### src/rtl/nic_irq_status.sv
module nic_irq_status #(
  parameter int TO_W       = 16,
  parameter int PRESCALE   = 125,
  parameter int TO_DEFAULT = 1000
) (
  input  logic        clk,
  input  logic        rst_n,
  input  logic        soft_rst,
  input  logic        reg_wr,
  input  logic [1:0]  reg_addr,
  input  logic [15:0] reg_wdata,
  output logic [15:0] reg_rdata,
  input  logic        rx_desc_done,
  input  logic        rx_first,
  input  logic        rx_last,
  input  logic        tx_desc_done,
  input  logic        tx_last,
  input  logic        tx_ok,
  input  logic        init_done,
  input  logic        bus_req,
  input  logic        bus_gnt,
  input  logic        sys_irq,
  output logic        irq_n
);
  localparam int PW = (PRESCALE > 1) ? $clog2(PRESCALE) : 1;
  localparam logic [PW-1:0] PRE_LAST = PW'(PRESCALE - 1);

  logic [3:0]      flags, mask, set_v, clr_v;
  logic            ien, look_ahead, tx_ok_quiet, fired;
  logic [TO_W-1:0] limit, us, us_nx;
  logic [PW-1:0]   pre;

  wire wr0      = reg_wr && (reg_addr == 2'd0);
  wire stop     = wr0 && reg_wdata[2];
  wire waiting  = bus_req && !bus_gnt;
  wire tick     = waiting && !fired && (pre == PRE_LAST);
  assign us_nx  = us + 1'b1;
  wire timeout  = tick && (limit != '0) && (us_nx == limit);

  wire rx_set   = rx_desc_done && (rx_last || (rx_first && look_ahead));
  wire tx_set   = tx_desc_done && tx_last && !(tx_ok_quiet && tx_ok);
  assign set_v  = {timeout, rx_set, tx_set, init_done};
  assign clr_v  = wr0 ? reg_wdata[11:8] : 4'b0;

  wire pending  = |(flags & ~mask);
  wire summary  = pending || sys_irq;
  assign irq_n  = !((ien && pending) || sys_irq);

  always_ff @(posedge clk or negedge rst_n) begin
    if (!rst_n)                flags <= '0;
    else if (soft_rst || stop) flags <= '0;
    else                       flags <= (flags & ~clr_v) | set_v;
  end

  always_ff @(posedge clk or negedge rst_n) begin
    if (!rst_n) begin
      ien         <= 1'b0;
      mask        <= '0;
      look_ahead  <= 1'b0;
      tx_ok_quiet <= 1'b0;
      limit       <= TO_W'(TO_DEFAULT);
    end else if (reg_wr) begin
      case (reg_addr)
        2'd0: ien <= reg_wdata[6];
        2'd1: begin
          mask       <= reg_wdata[11:8];
          look_ahead <= reg_wdata[5];
        end
        2'd2: tx_ok_quiet <= reg_wdata[15];
        default: limit <= reg_wdata[TO_W-1:0];
      endcase
    end
  end

  always_ff @(posedge clk or negedge rst_n) begin
    if (!rst_n) begin
      pre <= '0; us <= '0; fired <= 1'b0;
    end else if (soft_rst || !waiting) begin
      pre <= '0; us <= '0; fired <= 1'b0;
    end else if (tick) begin
      pre   <= '0;
      us    <= us_nx;
      fired <= timeout;
    end else if (!fired) begin
      pre <= pre + 1'b1;
    end
  end

  always_comb begin
    case (reg_addr)
      2'd0:    reg_rdata = {flags[3], 3'b0, flags, summary, ien, 6'b0};
      2'd1:    reg_rdata = {4'b0, mask, 2'b0, look_ahead, 5'b0};
      2'd2:    reg_rdata = {tx_ok_quiet, 15'b0};
      default: reg_rdata = 16'(limit);
    endcase
  end
endmodule


### config.mk
export PLATFORM = sky130hd
export DESIGN_NAME = nic_irq_status
export DESIGN_NICKNAME = d
export VERILOG_FILES = /design/src/rtl/nic_irq_status.sv
export SDC_FILE = /design/constraint.sdc
export NUM_CORES = 1
export LEC_CHECK = 0
export ABC_AREA = 1
export BUFFER_PORTS_ARGS = -buffer_cell sky130_fd_sc_hd__buf_2
export CAP_MARGIN = 30
export CORE_UTILIZATION = 40
export CTS_CLUSTER_DIAMETER = 40
export CTS_CLUSTER_SIZE = 28
export DETAILED_ROUTE_END_ITERATION = 7
export GPL_ROUTABILITY_DRIVEN = 0
export RECOVER_POWER = 25
export SLEW_MARGIN = 20
export SYNTH_ARGS = -nofsm -noshare
export SYNTH_HDL_FRONTEND = slang
export SYNTH_SLANG_ARGS = --single-unit
### constraint.sdc
create_clock -name clk -period 2.1 [get_ports clk]
set_clock_uncertainty 0.15 [all_clocks]
set_input_delay 0.21 -clock clk [delete_from_list [all_inputs] [get_ports clk]]
set_output_delay 0.21 -clock clk [all_outputs]
set_load 0.02 [all_outputs]
* Word-level counts from Yosys, hierarchy flattened
Index checks and enable logic that the tools add are counted.
** Cells by class
- Add/subtract/negate cells :: 2
- Eq/ne operators :: 5
- Muxes and demuxes :: 10
- Reductions and logical operators :: 32
- Bitwise operators :: 6
** Operators by type and width (count)
- one-hot mux 16 bit (3 select lines) :: 1
- two-way mux 16 bit :: 2
- two-way mux 7 bit :: 3
- adder 16 x 1 -> 16 bit (second input constant) :: 1
- == test 16 bit :: 1
- nonzero test 16 bit :: 1
- logical AND 1 bit :: 13
- bitwise AND 4 bit :: 2
- two-way mux 4 bit :: 2
- NOT 4 bit :: 2
- AND reduction 2 bit :: 4
- adder 7 x 1 -> 7 bit (second input constant) :: 1
- == test 7 bit (second input constant) :: 1
- zero test 1 bit :: 5
- logical OR 1 bit :: 5
- OR 4 bit :: 1
- OR reduction 4 bit :: 1
- != test 3 x 1 -> 1 bit (second input constant) :: 1
- OR reduction 3 bit :: 1
- == test 2 x 1 -> 1 bit (second input constant) :: 1
- == test 2 bit (second input constant) :: 1
- zero test 2 bit :: 1
- two-way mux 1 bit :: 2
- nonzero test 2 bit :: 1
- NOT 1 bit :: 1
** Storage, ports and cells
- Output and inout bits :: 17
- Register bits after elaboration :: 51

* Longest topological paths before layout
Gate-level depths: netlist of run 1.
- Depth after elaboration :: 8
- Mapped depth :: 12
- Mapped depth without buffers :: 12

* Worst setup path after synthesis of run 1
OpenSTA, ideal clock, no wires.
- Kind :: register -> register
- From :: reg us[0]
- To :: reg flags[3]
- Arrival :: 1.579 ns
- Path buffers :: 0
- Required time :: 1.872 ns
- Library setup time :: 0.078 ns
- Stages on the path, launching flop included :: 12
- Slack :: 0.293 ns
- Cell sequence :: dfrtp_1 > ha_1 > or2_2 > nand2_1 > nand2_1 > nand2_1 > nand2_1 > nor2_1 > nand3_1 > nor2_1 > nand3_1 > a21oi_1
** On the way
- Word-level cells in the longest chain between the ends :: 5
** RTL lines
- start, declared :: RTL line 30 : logic [TO_W-1:0] limit, us, us_nx;
- start signal, assigned :: RTL line 82 : us <= us_nx;
- adder 16 x 1 -> 16 bit :: RTL line 37 : assign us_nx = us + 1'b1;
- == test 16 bit :: RTL line 38 : wire timeout = tick && (limit != '0) && (us_nx == limit);
- logical AND 1 bit :: RTL line 38
- OR 4 bit :: RTL line 52 : else flags <= (flags & ~clr_v) | set_v;
- two-way mux 4 bit :: RTL line 51 : else if (soft_rst || stop) flags <= '0;
- end signal, assigned :: RTL line 52
- end, declared :: RTL line 28 : logic [3:0] flags, mask, set_v, clr_v;
Every way passes these cells.
A chain may end at the register's enable or synchronous reset.

* Worst setup path after layout of run 1
Ends and elaborated chain as after synthesis.

==> results.yml, run 1 <==
run_status:
  status: "complete, no violations"
clock_tree:
  clock_path_buffers: 2
  clkLatencyLatePin_ns: 0.30
  cts_tree: "built"
  htreeDepth: 2
  numCtsBuffers: 5
  root_buffer: "clkbuf_8"
  cts_sinks: 51
  clk_pin_slew_ns: 0.10
floorplan:
  die_area_um2: 7912
  start_util_pct: 41.47
  die_h_um: 88.95
  ios: 49
  die_w_um: 88.95
  core_um2: 7292
  row_count: 31
critical_path:
  worst_ep_arrival_time_ns: 2.05
  crit_required_ns: 2.18
  crit_start: "us[0]"
  critPathCaptureType: "flop"
  crit_fanout: 7
  reg2reg_from: "us[0]"
  crit_type: "flop to flop"
  critPathLaunchType: "flop"
detailed_routing:
  vias: 3021
  wl_met2_mm: 3.604
  highest_layer: "met4"
  dr.pass1.iters: 4
  dr.first_iter.drc_count: 168
  drc_errors: 0
  met3WireLength_um: 328
  wl_per_cell_um: 13.45
  drt_wl_total_mm: 8.019
  vias_per_cell: 5.069
  wirelength_met1_mm: 3.954
  final_antenna_net_count: 0
sta:
  final-max-slew-violation-count: 0
  whs_ns: 0.01057
  tns_ns: 0
  setup_viol_count_final: 0
  rsz0062_at_grt: "no"
  max_clock_freq_mhz: 508.4
  worstMarginPinSlew_ns: 1.415
  period_share_pct: 93.66
  period_minus_slack_ns: 1.967
  hold_viol: 0
  maxSlewHeadroom_pct: 5.635
power_and_ir_drop:
  ir_drop_uv: 232.1
  leakage_uw: 0.001727
  power_uw: 2114
  comb_power_share_pct: 19.3
  power.share.switching_pct: 31.48
  power_frac_clock_pct: 27.2
  seqPwrFrac_pct: 53.5
  switchingPower_uw: 665.5
  p_int_uw: 1449
  power.density_nw_per_um2: 582.7
yosys:
  postSynthAreaPerCell_um2: 7.049
  synth.net_count: 464
  yosysWarnings: 0
  synth_cell_types: 27
  synth_area_um2: 3024
  syn_inst: 429
  ys_seq_elements: 51
  ys_seq_area_share_pct: 42.45
grt:
  overflow: 0
  grt_max_degree: 33
  grt_pass1_wl_mm: 13.32
  grt_pass1_vias: 2829
  antenna_found_initial: 0
  grt.total_usage_pct: 21.87
job:
  drv_cap: 0
layout:
  fin_area_um2: 3628
  regArea_um2: 1285
  antenna_cells: 0
  drive_above_1_share_pct: 17.71
  final_core_util_pct: 49.76
  syn_to_final_growth_pct: 19.98
  fin_nets: 531
  fillCellCount: 793
  multi_input_area_um2: 1505
placement:
  dpl_cell_area_um2: 3430
  port_buffers: 48
  hpwl_mm: 6.120
hold_path:
  worstHoldPathType: "primary input to flop"
  holdCritStartpoint: "reg_wdata[12]"
-- synthesized netlist by cell type, drive strengths merged --
cell type / number / share of area [%]
nand2: 117 / 15
inv: 62 / 7.7
nor2: 49 / 7.4
dfrtp: 45 / 37
nand3: 45 / 7.4
o21ai: 36 / 6.1
a21oi: 19 / 3.1
nand4: 16 / 3.3
o22ai: 14 / 2.9
dfstp: 6 / 5.2
clkbuf: 5 / 0.62
ha: 3 / 1.2
nor3: 3 / 0.50
o221ai: 3 / 0.87
o211ai: 2 / 0.50
buf: 1 / 0.17
mux2i: 1 / 0.33
o21bai: 1 / 0.25
or2: 1 / 0.21
-- worst max-delay path, stage by stage, from the launching register on --
cell	delay, ns
dfrtp_1	0.37
ha_2	0.21
nand2_2	0.09
nor2_4	0.22
nand4_1	0.15
nand2_1	0.12
nand2_1	0.05
nand2_1	0.05
nand2_1	0.07
nor2_2	0.12
nand3_1	0.14
a21oi_1	0.15
-- flip-flops by register name, indices dropped and copies added, names as in the netlist --
| register | flops |
|---|---|
| look_ahead | 1 |
| mask | 4 |
| tx_ok_quiet | 1 |
| ien | 1 |
| limit | 16 |
| pre | 7 |
| us | 16 |
| flags | 4 |
| fired | 1 |
-- per-layer routing --
layer / vias to the layer above / global-route usage [%]
met1: 1388 / 31.39
met2: 75 / 34.69
met5: - / 0
met4: 0 / 6.205
li1: 1544 / -
met3: 14 / 3.047
-- layout by cell type (no fill, tap or decap), types with 2 or more instances in the layout --
cell type	n
nor3_1	3
o21ai_0	34
nor2_2	4
nand4_1	16
dfrtp_1	44
ha_1	2
nand3_1	44
clkbuf_1	4
o211ai_1	2
nand2_2	2
inv_1	61
o221ai_1	3
dlygate4sd3_1	6
buf_2	46
dfstp_2	6
nor2_1	41
nor2_4	3
buf_4	10
nand2_1	114
a21oi_1	18
o22ai_1	14
clkbuf_8	5
-- worst paths after layout --
kind | end | slack (ns) | cells past startpoint
setup / recovery | flags[3] | 0.13 | 11
hold / removal | limit[12] | 0.01 | 3
setup reg to reg | flags[3] | 0.13 | 11
hold reg to reg | pre[4] | 0.35 | 1
max in group asynchronous | limit[5] | 0.32 | 3
min in group asynchronous | us[13] | 0.61 | 2
-- timing repair --
action,in CTS,in global routing
setup buffers,0,5
resized for setup,0,7
endpoints found under the hold margin,24,0
hold buffers,6,0
endpoints found under the setup margin,0,2
-- layout make-up --
class / instances / share of cell area (%)
Multi-Input combinational cell: 310 / 41.48
Sequential cell: 51 / 35.41
Timing Repair Buffer: 66 / 10.93
Inverter: 62 / 6.414
Tap cell: 99 / 3.414
Clock buffer: 6 / 2.000
Clock inverter: 2 / 0.3448
-- cells by family after synthesis --
kind of cell	Yosys count	synth area share (%)
fa+ha+maj	3	1.241
buf+inv	68	8.481
mux	1	0.3310
compound gates	75	13.74
flops	51	42.45
simple gates	231	33.76
-- power by group through the flow --
| stage | sequential [µW] | clock [µW] | combinational, µW |
|---|---|---|---|
| floorplan | 1130 | 0 | 247 |
| CTS | 1130 | 587 | 412 |
| global route | 1140 | 621 | 466 |
| detailed placement | 1150 | 0 | 401 |
| finish | 1130 | 575 | 409 |
| global placement | 1150 | 0 | 399 |
-- metrics by stage --
step                      setup slack (ns)  cells
after floorplan                     0.2933    429
after global placement              0.1529    577
after detailed placement           0.01375    577
after CTS                         0.004565    591
after global routing              0.004490    596
final                               0.1332    596
No activity file was read; power rests on OpenSTA's default activity.
==> run 2, diff against run 1 <==
--- a/config.mk
+++ b/config.mk
@@ -14,7 +14,6 @@
 export DETAILED_ROUTE_END_ITERATION = 7
 export GPL_ROUTABILITY_DRIVEN = 0
 export RECOVER_POWER = 25
-export SLEW_MARGIN = 20
 export SYNTH_ARGS = -nofsm -noshare
 export SYNTH_HDL_FRONTEND = slang
 export SYNTH_SLANG_ARGS = --single-unit
==> constraint.sdc (replaced) <==
create_clock -name clk -period 2.44 [get_ports clk]
set_clock_uncertainty 0.15 [all_clocks]
set_input_delay 0.244 -clock clk [delete_from_list [all_inputs] [get_ports clk]]
set_output_delay 0.244 -clock clk [all_outputs]
set_load 0.02 [all_outputs]
==> results.yml, run 2 (synthesis results as in run 1) <==
critical_path:
  critPathMostFrequentCell: "nand2_1"
  crit_required_ns: 2.53
  crit_fanout: 8
  slowest_delay_ns: 0.47
  critPathLaunchType: "flop"
  crit_start: "us[0]"
  crit_family: "simple AND/OR/NAND/NOR gates"
  reg2reg_to: "flags[3]"
  worst_ep_arrival_time_ns: 2.21
  r2r.worst_path.cells: 11
  cp_num_buf_inv: 0
  slowest_stage: "dfrtp_1"
  critPathCaptureType: "flop"
  reg2reg_slack_ns: 0.32
  worstPathCellList: "ha_1 > nand2_1 > nor2_4 > nand3_1 > nand2_1 > nand3_1 > nand2_1 > nand2_1 > nor2_1 > nand3_1 > a21oi_1"
  crit_type: "flop to flop"
  crit_cells: 11
  reg2reg_from: "us[0]"
hold_path:
  holdCritStartpoint: "reg_wdata[3]"
  min_to: "limit[3]"
  worstHoldPathType: "primary input to flop"
  holdPathStages: 3
grt:
  grt_pass1_vias: 2658
  grt.total_usage_pct: 21.90
  overflow: 0
  grt_pass1_wl_mm: 13.06
  antenna_found_initial: 0
  grt_max_degree: 33
sta:
  setup_viol_count_final: 0
  worstMarginPinSlew_ns: 1.427
  rsz0062_at_grt: "no"
  max_clock_freq_mhz: 472.1
  maxSlewHeadroom_pct: 4.854
  final-max-slew-violation-count: 0
  period_share_pct: 86.82
  hold_viol: 0
  tns_ns: 0
  period_minus_slack_ns: 2.118
detailed_routing:
  vias_per_cell: 5.045
  drt_wl_total_mm: 8.121
  dr.pass1.iters: 6
  final_antenna_net_count: 0
  vias: 2946
  drc_errors: 0
  wl_per_cell_um: 13.91
  dr.first_iter.drc_count: 168
floorplan:
  core_um2: 7292
  row_count: 31
  die_h_um: 88.95
  die_w_um: 88.95
  start_util_pct: 41.47
  ios: 49
  die_area_um2: 7912
clock_tree:
  root_buffer: "clkbuf_8"
  clkLatencyLatePin_ns: 0.31
  htreeDepth: 2
  cts_sinks: 51
  numCtsBuffers: 5
  clock_path_buffers: 2
  cts_tree: "built"
  postCtsSetupBuffers: 0
  clk_pin_slew_ns: 0.10
job:
  drv_cap: 0
power_and_ir_drop:
  power_uw: 2032
  leakage_uw: 0.001698
  ir_drop_uv: 221.1
  power.density_nw_per_um2: 572.2
layout:
  top_regs: "limit (16), us (16), pre (7)"
  fin_area_um2: 3551
  drive_above_1_share_pct: 15.46
  mostFrequentLayoutCells: "nand2_1 (115), inv_1 (61), buf_2 (46)"
  fin_nets: 519
  final_common_cell: "nand2_1"
  syn_to_final_growth_pct: 17.42
  antenna_cells: 0
placement:
  dpl_cell_area_um2: 3415
  hpwl_mm: 6.101
  port_buffers: 48
run_status:
  status: "complete, no violations"
run 2: layer usage:
layer | GRT usage [%] | vias to the layer above | wire [µm]
li1 | - | 1522 | -
met1 | 30.97 | 1340 | 3974
met2 | 34.34 | 76 | 3654
met3 | 3.416 | 8 | 366
met4 | 7.648 | 0 | 126
met5 | 0 | - | 0
run 2: worst reg2reg max path, stage by stage, from the launching register on:
cell and delay [ns]:
dfrtp_1 0.47, ha_1 0.24, nand2_1 0.14, nor2_4 0.22
nand3_1 0.13, nand2_1 0.10, nand3_1 0.07, nand2_1 0.07
nand2_1 0.05, nor2_1 0.11, nand3_1 0.13, a21oi_1 0.15
run 2: repair_timing:
item / 4_1_cts / 5_1_grt
gates resized for setup: 0 / 0
hold endpoints to repair: 22 / 0
hold buffers: 1 / 0
run 2: worst max-delay path by stage:
stage,endpoint,slack [ns]
floorplan,flags[3],0.63
global placement,fired,0.48
detailed placement,flags[3],0.35
CTS,flags[3],0.34
global route,flags[3],0.13
finish,flags[3],0.32
run 2: report_power, final:
| part | internal (µW) | total [µW] | switching, µW |
|---|---|---|---|
| logic | 117 | 345 | 228 |
| registers | 922 | 974 | 52.2 |
| clock network | 410 | 712 | 301 |
| total | 1450 | 2030 | 582 |
run 2: stage by stage:
step                util [%]  instances  worst slack, ns  hold slack (ns)
finish                 48.70        584           0.3216         0.002907
global route           48.70        584           0.1335         0.009307
CTS                    48.78        584           0.3441        0.0005695
detailed placement     46.83        575           0.3457           0.1331
global placement       46.83        575           0.4830           0.1324
floorplan                  -        429           0.6333          -0.2016
run 2: layout make-up:
cell class | instances | area [µm²]
clock inverter | 2 | 60.06
clock buffer | 6 | 72.57
sequential | 51 | 1284
timing repair buffer | 54 | 294.0
inverter | 62 | 232.7
fill | 776 | 3741
multi-input combinational | 310 | 1484
tap | 99 | 123.9
